==> config.mk <==
export PLATFORM = sky130hd
export DESIGN_NAME = tmr_pair
export DESIGN_NICKNAME = d
export VERILOG_FILES = /design/src/rtl/tmr_pkg.sv /design/src/rtl/tmr_presc.sv /design/src/rtl/tmr_edge.sv /design/src/rtl/tmr_chan.sv /design/src/rtl/tmr_pair.sv
export SDC_FILE = /design/constraint.sdc
export NUM_CORES = 1
export LEC_CHECK = 0
export ABC_AREA = 0
export BUFFER_PORTS_ARGS = -buffer_cell sky130_fd_sc_hd__buf_2
export CAP_MARGIN = 0
export CORE_UTILIZATION = 35
export DETAILED_ROUTE_END_ITERATION = 10
export GPL_TIMING_DRIVEN = 0
export PLACE_DENSITY = 0.57
export SLEW_MARGIN = 20
export SYNTH_ARGS = -nofsm -noshare
export SYNTH_HDL_FRONTEND = slang
export SYNTH_HIERARCHICAL = 1
export SYNTH_SLANG_ARGS = --single-unit
==> constraint.sdc <==
create_clock -name clk -period 2.5 [get_ports clk]
set_input_delay 0.25 -clock clk [delete_from_list [all_inputs] [get_ports clk]]
set_output_delay 0.25 -clock clk [all_outputs]
set_load 0.03 [all_outputs]
==> src/rtl/tmr_pkg.sv <==
package tmr_pkg;

  typedef enum logic [1:0] {
    TM_13    = 2'd0,
    TM_16    = 2'd1,
    TM_8R    = 2'd2,
    TM_SPLIT = 2'd3
  } tmode_e;

  typedef struct packed {
    logic [7:0] hi;
    logic [7:0] lo;
    logic       ovf;
  } cnt_s;

  localparam logic [2:0] A_MODE = 3'd0;
  localparam logic [2:0] A_CTRL = 3'd1;
  localparam logic [2:0] A_LO0  = 3'd2;
  localparam logic [2:0] A_HI0  = 3'd3;
  localparam logic [2:0] A_LO1  = 3'd4;
  localparam logic [2:0] A_HI1  = 3'd5;

  // One count step of a channel in the given mode; split mode covers the low byte only.
  function automatic cnt_s step_count(tmode_e m, logic [7:0] hi, logic [7:0] lo);
    cnt_s r;
    logic [13:0] v13;
    logic [16:0] v16;
    r = '{hi: hi, lo: lo, ovf: 1'b0};
    case (m)
      TM_13: begin
        v13   = {1'b0, hi, lo[4:0]} + 14'd1;
        r.hi  = v13[12:5];
        r.lo  = {lo[7:5], v13[4:0]};
        r.ovf = v13[13];
      end
      TM_16: begin
        v16   = {1'b0, hi, lo} + 17'd1;
        r.hi  = v16[15:8];
        r.lo  = v16[7:0];
        r.ovf = v16[16];
      end
      TM_8R: begin
        if (lo == 8'hFF) begin
          r.lo  = hi;
          r.ovf = 1'b1;
        end else begin
          r.lo = lo + 8'd1;
        end
      end
      default: begin
        r.lo  = lo + 8'd1;
        r.ovf = (lo == 8'hFF);
      end
    endcase
    return r;
  endfunction

endpackage

==> src/rtl/tmr_presc.sv <==
module tmr_presc #(
  parameter int DIV = 12
) (
  input  logic clk,
  input  logic rst_n,
  output logic tick
);
  localparam int CW = (DIV > 1) ? $clog2(DIV) : 1;
  localparam logic [CW-1:0] LAST = CW'(DIV - 1);

  logic [CW-1:0] cnt_q;

  always_ff @(posedge clk) begin
    if (!rst_n)            cnt_q <= '0;
    else if (cnt_q == LAST) cnt_q <= '0;
    else                   cnt_q <= cnt_q + 1'b1;
  end

  assign tick = (cnt_q == LAST);

  generate
    if (DIV > 1) begin : g_gap

      tick_gap_chk: assert property (@(posedge clk) disable iff (!rst_n)
        tick |=> !tick);
    end
  endgenerate
endmodule

==> src/rtl/tmr_edge.sv <==
module tmr_edge #(
  parameter int STAGES = 2
) (
  input  logic clk,
  input  logic rst_n,
  input  logic pin,
  output logic fall
);
  logic [STAGES-1:0] sync_q;
  logic              prev_q;
  logic              s_last;

  assign s_last = sync_q[STAGES-1];

  always_ff @(posedge clk) begin
    if (!rst_n) begin
      sync_q <= '1;
      prev_q <= 1'b1;
    end else begin
      sync_q <= {sync_q[STAGES-2:0], pin};
      prev_q <= s_last;
    end
  end

  assign fall = prev_q & ~s_last;


  fall_once_chk: assert property (@(posedge clk) disable iff (!rst_n)
    fall |=> !fall);
endmodule

==> src/rtl/tmr_chan.sv <==
module tmr_chan
  import tmr_pkg::*;
#(
  parameter bit HAS_SPLIT = 1'b0
) (
  input  logic       clk,
  input  logic       rst_n,
  input  tmode_e     mode,
  input  logic       inc,
  input  logic       inc_hi,
  input  logic       wr_lo,
  input  logic       wr_hi,
  input  logic [7:0] wdata,
  output logic [7:0] lo,
  output logic [7:0] hi,
  output logic       ovf_lo,
  output logic       ovf_hi
);
  cnt_s nx;
  logic split, hold, lo_blk, lo_step, hi_step;

  assign nx      = step_count(mode, hi, lo);
  assign split   = HAS_SPLIT && (mode == TM_SPLIT);
  assign hold    = !HAS_SPLIT && (mode == TM_SPLIT);
  assign lo_blk  = split ? wr_lo : (wr_lo | wr_hi);
  assign lo_step = inc && !hold && !lo_blk;
  assign hi_step = split && inc_hi && !wr_hi;
  assign ovf_lo  = lo_step && nx.ovf;
  assign ovf_hi  = hi_step && (hi == 8'hFF);

  always_ff @(posedge clk) begin
    if (!rst_n) begin
      lo <= '0;
      hi <= '0;
    end else begin
      if (wr_lo)        lo <= wdata;
      else if (lo_step) lo <= nx.lo;
      if (wr_hi)        hi <= wdata;
      else if (hi_step) hi <= hi + 8'd1;
      else if (lo_step) hi <= nx.hi;
    end
  end


  wrap16_chk: assert property (@(posedge clk) disable iff (!rst_n)
    (lo_step && mode == TM_16 && {hi, lo} == 16'hFFFF) |=> ({hi, lo} == 16'h0000));


  reload_chk: assert property (@(posedge clk) disable iff (!rst_n)
    (lo_step && mode == TM_8R && lo == 8'hFF && !wr_hi) |=> (lo == $past(hi) && $stable(hi)));

  generate
    if (!HAS_SPLIT) begin : g_hold

      hold_chk: assert property (@(posedge clk) disable iff (!rst_n)
        (mode == TM_SPLIT && !wr_lo && !wr_hi) |=> ($stable(lo) && $stable(hi)));
    end
  endgenerate
endmodule

==> src/rtl/tmr_pair.sv <==
module tmr_pair
  import tmr_pkg::*;
#(
  parameter int DIV_SLOW    = 12,
  parameter int DIV_FAST    = 4,
  parameter int SYNC_STAGES = 2
) (
  input  logic       clk,
  input  logic       rst_n,
  input  logic       wr_en,
  input  logic [2:0] addr,
  input  logic [7:0] wr_data,
  output logic [7:0] rd_data,
  input  logic [1:0] ext_in,
  output logic [1:0] ovf_flag
);
  localparam int NCH = 2;

  logic [7:0]     mode_q;
  logic [NCH-1:0] run_q, flag_q;
  logic           tick_slow, tick_fast, split0, ctrl_wr;
  logic [NCH-1:0] fall, tb, inc, ovf_lo, ovf_hi, set_flag;
  logic [7:0]     lo [NCH];
  logic [7:0]     hi [NCH];
  tmode_e         cmode [NCH];

  tmr_presc #(.DIV(DIV_SLOW)) u_slow (.clk(clk), .rst_n(rst_n), .tick(tick_slow));
  tmr_presc #(.DIV(DIV_FAST)) u_fast (.clk(clk), .rst_n(rst_n), .tick(tick_fast));

  assign ctrl_wr = wr_en && (addr == A_CTRL);
  assign split0  = (cmode[0] == TM_SPLIT);

  generate
    for (genvar gi = 0; gi < NCH; gi++) begin : g_ch
      logic [3:0] nib;
      assign nib       = mode_q[4*gi +: 4];
      assign cmode[gi] = tmode_e'(nib[1:0]);
      assign tb[gi]    = nib[3] ? tick_fast : tick_slow;
      assign inc[gi]   = run_q[gi] && (nib[2] ? fall[gi] : tb[gi]);

      tmr_edge #(.STAGES(SYNC_STAGES)) u_edge (
        .clk(clk), .rst_n(rst_n), .pin(ext_in[gi]), .fall(fall[gi]));

      tmr_chan #(.HAS_SPLIT(gi == 0)) u_chan (
        .clk(clk), .rst_n(rst_n), .mode(cmode[gi]), .inc(inc[gi]),
        .inc_hi((gi == 0) && run_q[1] && tb[0]),
        .wr_lo(wr_en && addr == 3'(A_LO0 + 2*gi)),
        .wr_hi(wr_en && addr == 3'(A_HI0 + 2*gi)),
        .wdata(wr_data), .lo(lo[gi]), .hi(hi[gi]),
        .ovf_lo(ovf_lo[gi]), .ovf_hi(ovf_hi[gi]));
    end
  endgenerate

  assign set_flag[0] = ovf_lo[0];
  assign set_flag[1] = split0 ? ovf_hi[0] : ovf_lo[1];

  always_ff @(posedge clk) begin
    if (!rst_n) begin
      mode_q <= '0;
      run_q  <= '0;
      flag_q <= '0;
    end else begin
      if (wr_en && addr == A_MODE) mode_q <= wr_data;
      if (ctrl_wr) begin
        run_q  <= wr_data[1:0];
        flag_q <= (flag_q & wr_data[3:2]) | set_flag;
      end else begin
        flag_q <= flag_q | set_flag;
      end
    end
  end

  always_comb begin
    case (addr)
      A_MODE:  rd_data = mode_q;
      A_CTRL:  rd_data = {4'b0, flag_q, run_q};
      A_LO0:   rd_data = lo[0];
      A_HI0:   rd_data = hi[0];
      A_LO1:   rd_data = lo[1];
      A_HI1:   rd_data = hi[1];
      default: rd_data = 8'h00;
    endcase
  end

  assign ovf_flag = flag_q;


  flag_set_chk: assert property (@(posedge clk) disable iff (!rst_n)
    set_flag[0] |=> ovf_flag[0]);

  flag_keep_chk: assert property (@(posedge clk) disable iff (!rst_n)
    (ovf_flag[1] && !ctrl_wr) |=> ovf_flag[1]);

  split_flag_chk: assert property (@(posedge clk) disable iff (!rst_n)
    (split0 && ovf_hi[0]) |=> ovf_flag[1]);
endmodule

### After elaboration in Yosys (flattened, before gate mapping)

Index checks and enable logic that the tools add are counted.

* register bits after elaboration: 56
* bits in latches: 0
* memory bits (writable): 0
* bits in read-only memories: 0
* logic and storage cells: 113
* memories: 0

* add/sub/neg operators: 9
* multiply operators: 0
* div/mod/pow operators: 0
* order comparisons: 0
* equality and inequality tests: 18
* shift operators: 0
* muxes and demuxes: 25
* bitwise operators: 10
* reduce and logical (&&, ||, !) cells: 36

Operators with widths (count)
* $mux W8: 11
* $pmux W9 S3: 2
* $pmux W8 S6: 1
* $add A16 B1 Y17 const B: 2
* $pmux W8 S2: 2
* $add A13 B1 Y14 const B: 2
* $add A8 B1 Y8 const B: 3
* $eq A8 B8 Y1 const B: 3
* $logic_and A1 B1 Y1: 17
* $eq A2 B2 Y1 const B: 5
* $mux W1: 8
* $reduce_and A2 Y1: 4
* $eq A3 B2 Y1 const B: 2
* $eq A3 B3 Y1 const B: 2
* $reduce_bool A2 Y1: 3
* $reduce_bool A3 Y1: 2
* $add A4 B1 Y4 const B: 1
* $eq A2 B1 Y1 const B: 2
* $eq A4 B4 Y1 const B: 1
* $logic_not A1 Y1: 4
* $logic_not A2 Y1: 2
* $ne A2 B1 Y1 const B: 2
* $or A2 B2 Y2: 2
* $reduce_bool A4 Y1: 1
* 9 further kinds: 14

### Longest topological paths before layout

Gate-level depths: netlist of run 1.

* depth in word-level cells: 10
* gate-level depth with buffers: 12

### Modules after synthesis

Netlist of run 1, hierarchy kept.

By module, submodules not included
* tmr_chan at g_ch[0].u_chan: times used 1, cells each 168, area each 1346.3 sq um, sequential area each 320.3 sq um
* tmr_chan at g_ch[1].u_chan: times used 1, cells each 159, area each 1238.7 sq um, sequential area each 320.3 sq um
* tmr_pair: times used 1, cells each 126, area each 1034.7 sq um, sequential area each 240.2 sq um
* tmr_presc at u_slow: times used 1, cells each 18, area each 175.2 sq um, sequential area each 80.1 sq um
* tmr_edge: times used 2, cells each 7, area each 85.1 sq um, sequential area each 60.1 sq um
* tmr_presc at u_fast: times used 1, cells each 5, area each 73.8 sq um, sequential area each 40.0 sq um

### Worst setup path after synthesis of run 1

No wires, ideal clock.

* kind: reg-to-reg
* start point: register u_slow.cnt_q[0]
* end point: register g_ch[1].u_chan.hi[7]
* arrival: 2.127 ns
* required time: 2.430 ns
* path slack: 0.303 ns
* cell stages (with the launch flop): 10
* path through: dfxtp_1 -> ha_1 -> and3b_2 -> mux2i_1 -> o21ai_0 -> and2_1 -> or3b_4 -> or3_1 -> o41ai_1 -> o2bb2ai_1

* cells in the longest elaborated chain, start to end: 8

Ends and longest elaborated chain
* from (decl): RTL line tmr_presc.sv:11 `logic [CW-1:0] cnt_q;`
* from (signal assigned): RTL line tmr_presc.sv:16 `else cnt_q <= cnt_q + 1'b1;`
* $eq A4 B4 Y1: RTL line tmr_presc.sv:19 `assign tick = (cnt_q == LAST);`
* via tick_slow: RTL line tmr_pair.sv:21 `logic tick_slow, tick_fast, split0, ctrl_wr;`
* $mux W1: RTL line tmr_pair.sv:38 `assign tb[gi] = nib[3] ? tick_fast : tick_slow;`
* $mux W1: RTL line tmr_pair.sv:39 `assign inc[gi] = run_q[gi] && (nib[2] ? fall[gi] : tb[gi]);`
* $logic_and A1 B1 Y1: RTL line tmr_pair.sv:39
* via inc[1]: RTL line tmr_pair.sv:22 `logic [NCH-1:0] fall, tb, inc, ovf_lo, ovf_hi, set_flag;`
* $logic_and A1 B1 Y1 (2 in series): RTL line tmr_chan.sv:26 `assign lo_step = inc && !hold && !lo_blk;`
* $reduce_bool A2 Y1 (no line)
* $reduce_and A2 Y1 (no line)
* to (signal assigned): RTL line tmr_chan.sv:38 `if (wr_hi) hi <= wdata;`
* to (signal assigned): RTL line tmr_chan.sv:39 `else if (hi_step) hi <= hi + 8'd1;`
* to (signal assigned): RTL line tmr_chan.sv:40 `else if (lo_step) hi <= nx.hi;`
* to (decl): RTL line tmr_chan.sv:15 `output logic [7:0] hi,`

The timed path passes the listed nets, and every way through them passes these cells.
A chain may end at the register's enable or synchronous reset.

### Worst setup path in the final report of run 1

Same ends and word-level chain as after synthesis.

==> out/metrics.csv, run 1 <==
stage,metric,value,unit
status,status,finished clean,
logic_synthesis,syn-num-nets,508,
cells_and_area,layout-drive-gt1-share,0.1927,
power,p_per_area,439.5,mW/mm^2
place,gp_congestion,0.8554,
routing,ant_nets,0,
routing,dr.first_iter.drc_count,280,
logic_synthesis,syn_area,0.004024,mm^2
routing,routed_wl,12020,um
routing,wl_per_cell,18.24,um
min_path,worstHoldStart,ext_in[1],
timing,hold_violations,0,
worst_setup_path,crit_chain,ha_4 > and3b_2 > mux2i_1 > o21ai_1 > and2_4 > or3b_4 > or3_4 > o211ai_1 > o41ai_2 > o2bb2ai_1,
place,port_buffers,24,
logic_synthesis,synth_cells,487,
min_path,holdPathStages,2,
clocking,hold_buffers,0,
worst_setup_path,crit_fanout,5,
clocking,cts_root_buf,clkbuf_16,
worst_setup_path,path_buf_inv,0,
timing,fin_worst_skew,0.003617,ns
global_route,grt_max_degree,26,
logic_synthesis,syn_avg_cell_area,8.263,um^2
die,coreArea,0.01103,mm^2
timing,timing.final.crit_share,0.9451,
global_route,grt_pass1_wl,19200,um
worst_setup_path,cp.required,2.69,ns
timing,slew_violations,0,
die,start_util,0.3648,
worst_setup_path,reg2reg_to,g_ch[1].u_chan/hi[7],
place,placed_area,0.004319,mm^2
timing,slew_headroom,0.6098,
run,drv_cap,0,
timing,period_minus_slack,2.363,ns
routing,via_per_inst,5.906,
die,row_count,38,
die,die_w,109.2,um
routing,vias,3892,
worst_setup_path,worstPathArrival,2.55,ns
cells_and_area,syn_to_final_growth,13.31,%
worst_setup_path,critPathKind,reg2reg,
worst_setup_path,endpoint_kind,flop,
die,dieArea,0.01193,mm^2
die,pin_count,26,
place,dpl.hpwl,9046,um
power,power.leakage,0.001581,uW
die,fp.dieH,109.2,um
clocking,clk_latency,0.29,ns
min_path,min_path_type,in2reg,
global_route,antenna_found_initial,0,
cells_and_area,finalNonFillerCells,659,
cells_and_area,multi_input_area,0.002776,mm^2
timing,setup_ws,0.1373,ns
clocking,clk_pin_slew,0.07,ns
place,place_ws,-0.1876,ns
cells_and_area,num-fill-cells,1148,
cells_and_area,final_cell_area,0.004559,mm^2
clocking,cts_made_buffers,5,
clocking,cts_sinks,56,
worst_setup_path,critPathMaxStageDelay,0.43,ns
clocking,htree_levels,2,
timing,finalSetupViolCount,0,
cells_and_area,nets,539,
cells_and_area,ff_latch_area,0.001124,mm^2
global_route,grt_overflow_total,0,
timing,clock.fmax,423.2,MHz
clocking,cts_tree,built,
global_route,grt_pass1_vias,3561,
power,irDropWorstVdd,244.6,uV
routing,firstDrtPassIters,5,
place,dp_cells,651,
timing,holdWs,0.1323,ns
clocking,clockBufferDepth,2,
cells_and_area,antenna_cells,0,
worst_setup_path,r2r_cells,10,
worst_setup_path,slowest_stage,or3b_4,
logic_synthesis,ys_warn_count,6,
global_route,grt_usage,0.2113,
timing,tightest_slew,0.5817,ns
worst_setup_path,cp_top_family,simple AND/OR/NAND/NOR gates,
worst_setup_path,r2r_setup_slack,0.14,ns
worst_setup_path,critPathLaunchType,flop,
worst_setup_path,r2r-start,u_slow/cnt_q[0],
routing,drcViolationCount,0,
min_path,worstHoldEndpoint,g_ch[1].u_edge/sync_q[0],
==> cell usage in the layout, fill, tap and decap left out, types with 12 or more instances in the layout <==
master    instances
clkbuf_1         12
o21ai_0          22
nand3_1          13
nand2_1          49
nor2_1           48
mux2i_1          15
buf_2            31
dfxtp_1          54
a21oi_1          20
nand2b_1         15
==> worst register-to-register path, stage by stage, from the launching register on <==
cell and delay, ns:
dfxtp_2 0.38, ha_4 0.15, and3b_2 0.22, mux2i_1 0.08
o21ai_1 0.12, and2_4 0.17, or3b_4 0.43, or3_4 0.35
o211ai_1 0.12, o41ai_2 0.11, o2bb2ai_1 0.13
==> metal layers <==
| layer | routed length [um] | track usage |
|---|---|---|
| met5 | 0 | 0 |
| met4 | 193 | 0.05619 |
| met3 | 539 | 0.02630 |
| met2 | 5396 | 0.3347 |
| met1 | 5892 | 0.3002 |
==> where the power goes <==
| group | internal, uW | leakage (uW) | switching [uW] |
|---|---|---|---|
| logic | 91.4 | 0.00104 | 139 |
| clock network | 478 | 0.0000815 | 337 |
| registers | 921 | 0.000456 | 37.3 |
==> layout make-up <==
class                   count  share of cell area
repair buffers             25             0.02799
multi-input cells         394              0.6089
well taps                 140             0.03842
clock buffers               6             0.02827
clock inverters             2            0.008507
inverters                  11            0.009056
flip-flops and latches     56              0.2464
plain buffers              25             0.03238
==> through the flow <==
stage / setup TNS, ns / utilization / total power [uW]
floorplan: 0 / - / 1115
global placement: -0.1839 / 0.3916 / 1196
detailed placement: -0.5024 / 0.3916 / 1201
CTS: 0 / 0.4081 / 2027
global route: -0.002070 / 0.4133 / 2073
finish: 0 / 0.4133 / 2004
==> flip-flops by register name, indices dropped and copies added, names as in the netlist <==
signal and count:
g_ch.u_chan/hi 16, run_q 2, g_ch.u_edge/prev_q 2, g_ch.u_chan/lo 16, ovf_flag 2, u_slow/cnt_q 4, mode_q 8, u_fast/cnt_q 2
g_ch.u_edge/sync_q 4
==> worst max-delay path by stage <==
stage	start	end	slack [ns]	cells past startpoint
3_3_place_gp	u_slow/cnt_q[0]	g_ch[0].u_chan/hi[5]	-0.10	10
4_1_cts	u_slow/cnt_q[0]	g_ch[1].u_chan/hi[7]	0.01	9
6_report	u_slow/cnt_q[0]	g_ch[1].u_chan/hi[7]	0.14	10
2_1_floorplan	u_slow/cnt_q[0]	g_ch[1].u_chan/hi[7]	0.30	9
3_5_place_dp	u_slow/cnt_q[0]	g_ch[0].u_chan/hi[5]	-0.19	10
5_1_grt	u_slow/cnt_q[0]	g_ch[1].u_chan/hi[7]	-0.002	10
==> what timing repair did <==
action | CTS | global route
hold endpoints to repair | 0 | 0
resized for setup | 4 | 14
setup buffers | 0 | 1
setup endpoints to repair | 10 | 22
pin swaps | 0 | 0
Note: power is estimated with default switching activity, not from simulation.
==> run 2: changes to the inputs <==
--- a/config.mk
+++ b/config.mk
@@ -11,7 +11,7 @@
 export CORE_UTILIZATION = 35
 export DETAILED_ROUTE_END_ITERATION = 10
 export GPL_TIMING_DRIVEN = 0
-export PLACE_DENSITY = 0.57
+export PLACE_DENSITY = 0.56
 export SLEW_MARGIN = 20
 export SYNTH_ARGS = -nofsm -noshare
 export SYNTH_HDL_FRONTEND = slang
==> run 2 against run 1 <==
Clock skew up 0.0036 ns. Critical path depth unchanged. Total power down 4.7%. Die area unchanged. Utilization down 0.079 points. Cell area down 0.19%. Via count up 1.5%. Clock power down 12%. Setup slack worse by 0.011 ns. Maximum frequency down 0.48%. Critical path type unchanged. Critical endpoint unchanged.
==> out/metrics.csv, run 2 (same netlist as run 1, synthesis figures left out) <==
stage,metric,value,unit,change
status,status,finished clean,,
timing,clock.fmax,421.2,MHz,-0.48%
routing,dr.first_iter.drc_count,298,,+6.4%
routing,firstDrtPassIters,5,,unchanged
clocking,cts_root_buf,clkbuf_16,,
routing,via_per_inst,5.986,,+1.4%
cells_and_area,final_util,0.4125,,-0.0007940
clocking,cts_made_buffers,5,,unchanged
clocking,cts_tree,built,,
cells_and_area,final_cell_area,0.004551,mm^2,-0.19%
timing,tightest_slew,0.5672,ns,-0.01447 ns
die,dieArea,0.01193,mm^2,unchanged
global_route,met2_usage,0.3239,,-0.01078
clocking,clockBufferDepth,2,,unchanged
cells_and_area,nets,540,,+0.19%
worst_setup_path,crit_chain,ha_2 > and3b_2 > mux2i_1 > o21ai_1 > and2_4 > or3b_4 > or3_4 > o211ai_1 > o41ai_2 > o2bb2ai_1,,
clocking,htree_levels,2,,unchanged
timing,slew_violations,0,,unchanged
global_route,grt_max_degree,26,,unchanged
worst_setup_path,crit_fanout,5,,unchanged
global_route,grt_usage,0.2139,,+0.002658
timing,period_minus_slack,2.374,ns,+0.01134 ns
global_route,use_met1,0.3095,,+0.009273
worst_setup_path,worstPathArrival,2.57,ns,+0.02 ns
timing,slew_headroom,0.6202,,+0.01039
global_route,grt_overflow_total,0,,unchanged
die,fp.dieH,109.2,um,unchanged
die,start_util,0.3648,,unchanged
timing,timing.final.crit_share,0.9496,,+0.004536
worst_setup_path,critPathLaunchType,flop,,
worst_setup_path,critPathKind,reg2reg,,
cells_and_area,top_regs,"g_ch.u_chan/hi (16), g_ch.u_chan/lo (16), mode_q (8)",,
die,coreArea,0.01103,mm^2,unchanged
worst_setup_path,cp.required,2.69,ns,about the same
clocking,cts_sinks,56,,unchanged
cells_and_area,final_common_cell,dfxtp_1,,
cells_and_area,layout-drive-gt1-share,0.2000,,+0.007322
global_route,grt_pass1_wl,19630,um,+2.3%
cells_and_area,syn_to_final_growth,13.09,%,
global_route,use_met3,0.02690,,+0.0005977
routing,ant_nets,0,,unchanged
clocking,clk_latency,0.30,ns,about the same
power,irDropWorstVdd,302.2,uV,+24%
worst_setup_path,endpoint_kind,flop,,
power,power.leakage,0.001577,uW,-0.27%
worst_setup_path,r2r_setup_slack,0.13,ns,about the same
global_route,antenna_found_initial,0,,unchanged
worst_setup_path,slowest_stage,or3b_4,,
cells_and_area,antenna_cells,0,,unchanged
min_path,min_path_type,in2reg,,
routing,routed_wl,12270,um,+2.0%
place,dpl.hpwl,9256,um,+2.3%
timing,fin_worst_skew,0.007262,ns,+0.003645 ns
worst_setup_path,critPathMaxStageDelay,0.43,ns,about the same
place,port_buffers,24,,unchanged
die,row_count,38,,unchanged
global_route,grt_pass1_vias,3688,,+3.6%
global_route,busiest_layer,met2,,
timing,holdWs,0.1293,ns,-0.002981 ns
routing,vias,3951,,+1.5%
cells_and_area,layout_common_cells,"54 x dfxtp_1, 49 x nand2_1, 48 x nor2_1, 31 x buf_2, 21 x o21ai_0",,
clocking,clk_pin_slew,0.08,ns,about the same
cells_and_area,num-fill-cells,1144,,-0.35%
place,placed_area,0.004319,mm^2,unchanged
routing,wl_per_cell,18.58,um,+1.9%
timing,hold_violations,0,,unchanged
power,p_per_area,419.5,mW/mm^2,-4.5%
place,gp_congestion,0.8425,,-1.5%
die,pin_count,26,,unchanged
die,die_w,109.2,um,unchanged
run,drv_cap,0,,unchanged
timing,finalSetupViolCount,0,,unchanged
routing,drcViolationCount,0,,unchanged
run 2: worst max-delay path, delay by kind of cell (launching register included):
kind,cells,cell delay (ns)
mux,1,0.07
simple gates,4,1.18
flops,1,0.36
fa+ha+maj,1,0.20
compound gates,4,0.46
run 2: metrics by stage:
stage	std cells	setup WS (ns)	TNS, ns	power [uW]
after global placement	651	-0.1037	-0.3332	1196
after global routing	660	-0.004222	-0.004891	1981
after floorplan	487	0.3031	0	1115
after CTS	658	0.01244	0	1914
after detailed placement	651	-0.1868	-0.8106	1202
final	660	0.1259	0	1909
run 2: where the power goes:
part	total, uW	internal [uW]	switching (uW)
Clock	720	375	345
Sequential	958	921	37.0
Combinational	231	91.6	139
run 2: worst paths after layout:
path | start | to | cells after the start
setup / recovery | u_slow/cnt_q[0] | g_ch[1].u_chan/hi[7] | 10
hold / removal | ext_in[0] | g_ch[0].u_edge/sync_q[0] | 2
setup reg to reg | u_slow/cnt_q[0] | g_ch[1].u_chan/hi[7] | 10
hold reg to reg | g_ch[1].u_edge/sync_q[0] | g_ch[1].u_edge/sync_q[1] | 1
run 2: layer usage:
layer  routed length, um  vias to the layer above
met3                 607                       24
met1                6018                     1920
li1                    -                     1881
met4                 265                        0
met2                5375                      126
met5                   0                        -
run 2: cell type report:
cell class | count | area, um^2 | area share
buffer | 25 | 147.6 | 0.03244
multi-input combinational | 394 | 2783 | 0.6115
clock inverter | 2 | 16.27 | 0.003574
clock buffer | 6 | 128.9 | 0.02832
tap | 140 | 175.2 | 0.03849
sequential | 56 | 1124 | 0.2469
inverter | 11 | 41.29 | 0.009073
timing repair buffer | 26 | 135.1 | 0.02969
run 2: what timing repair did:
| action | in CTS | in global routing |
|---|---|---|
| cloned | 0 | 0 |
| endpoints found under the setup margin | 14 | 22 |
| resized for setup | 5 | 17 |
| pin swaps | 0 | 1 |
| buffers inserted | 0 | 2 |
| hold buffers | 0 | 0 |
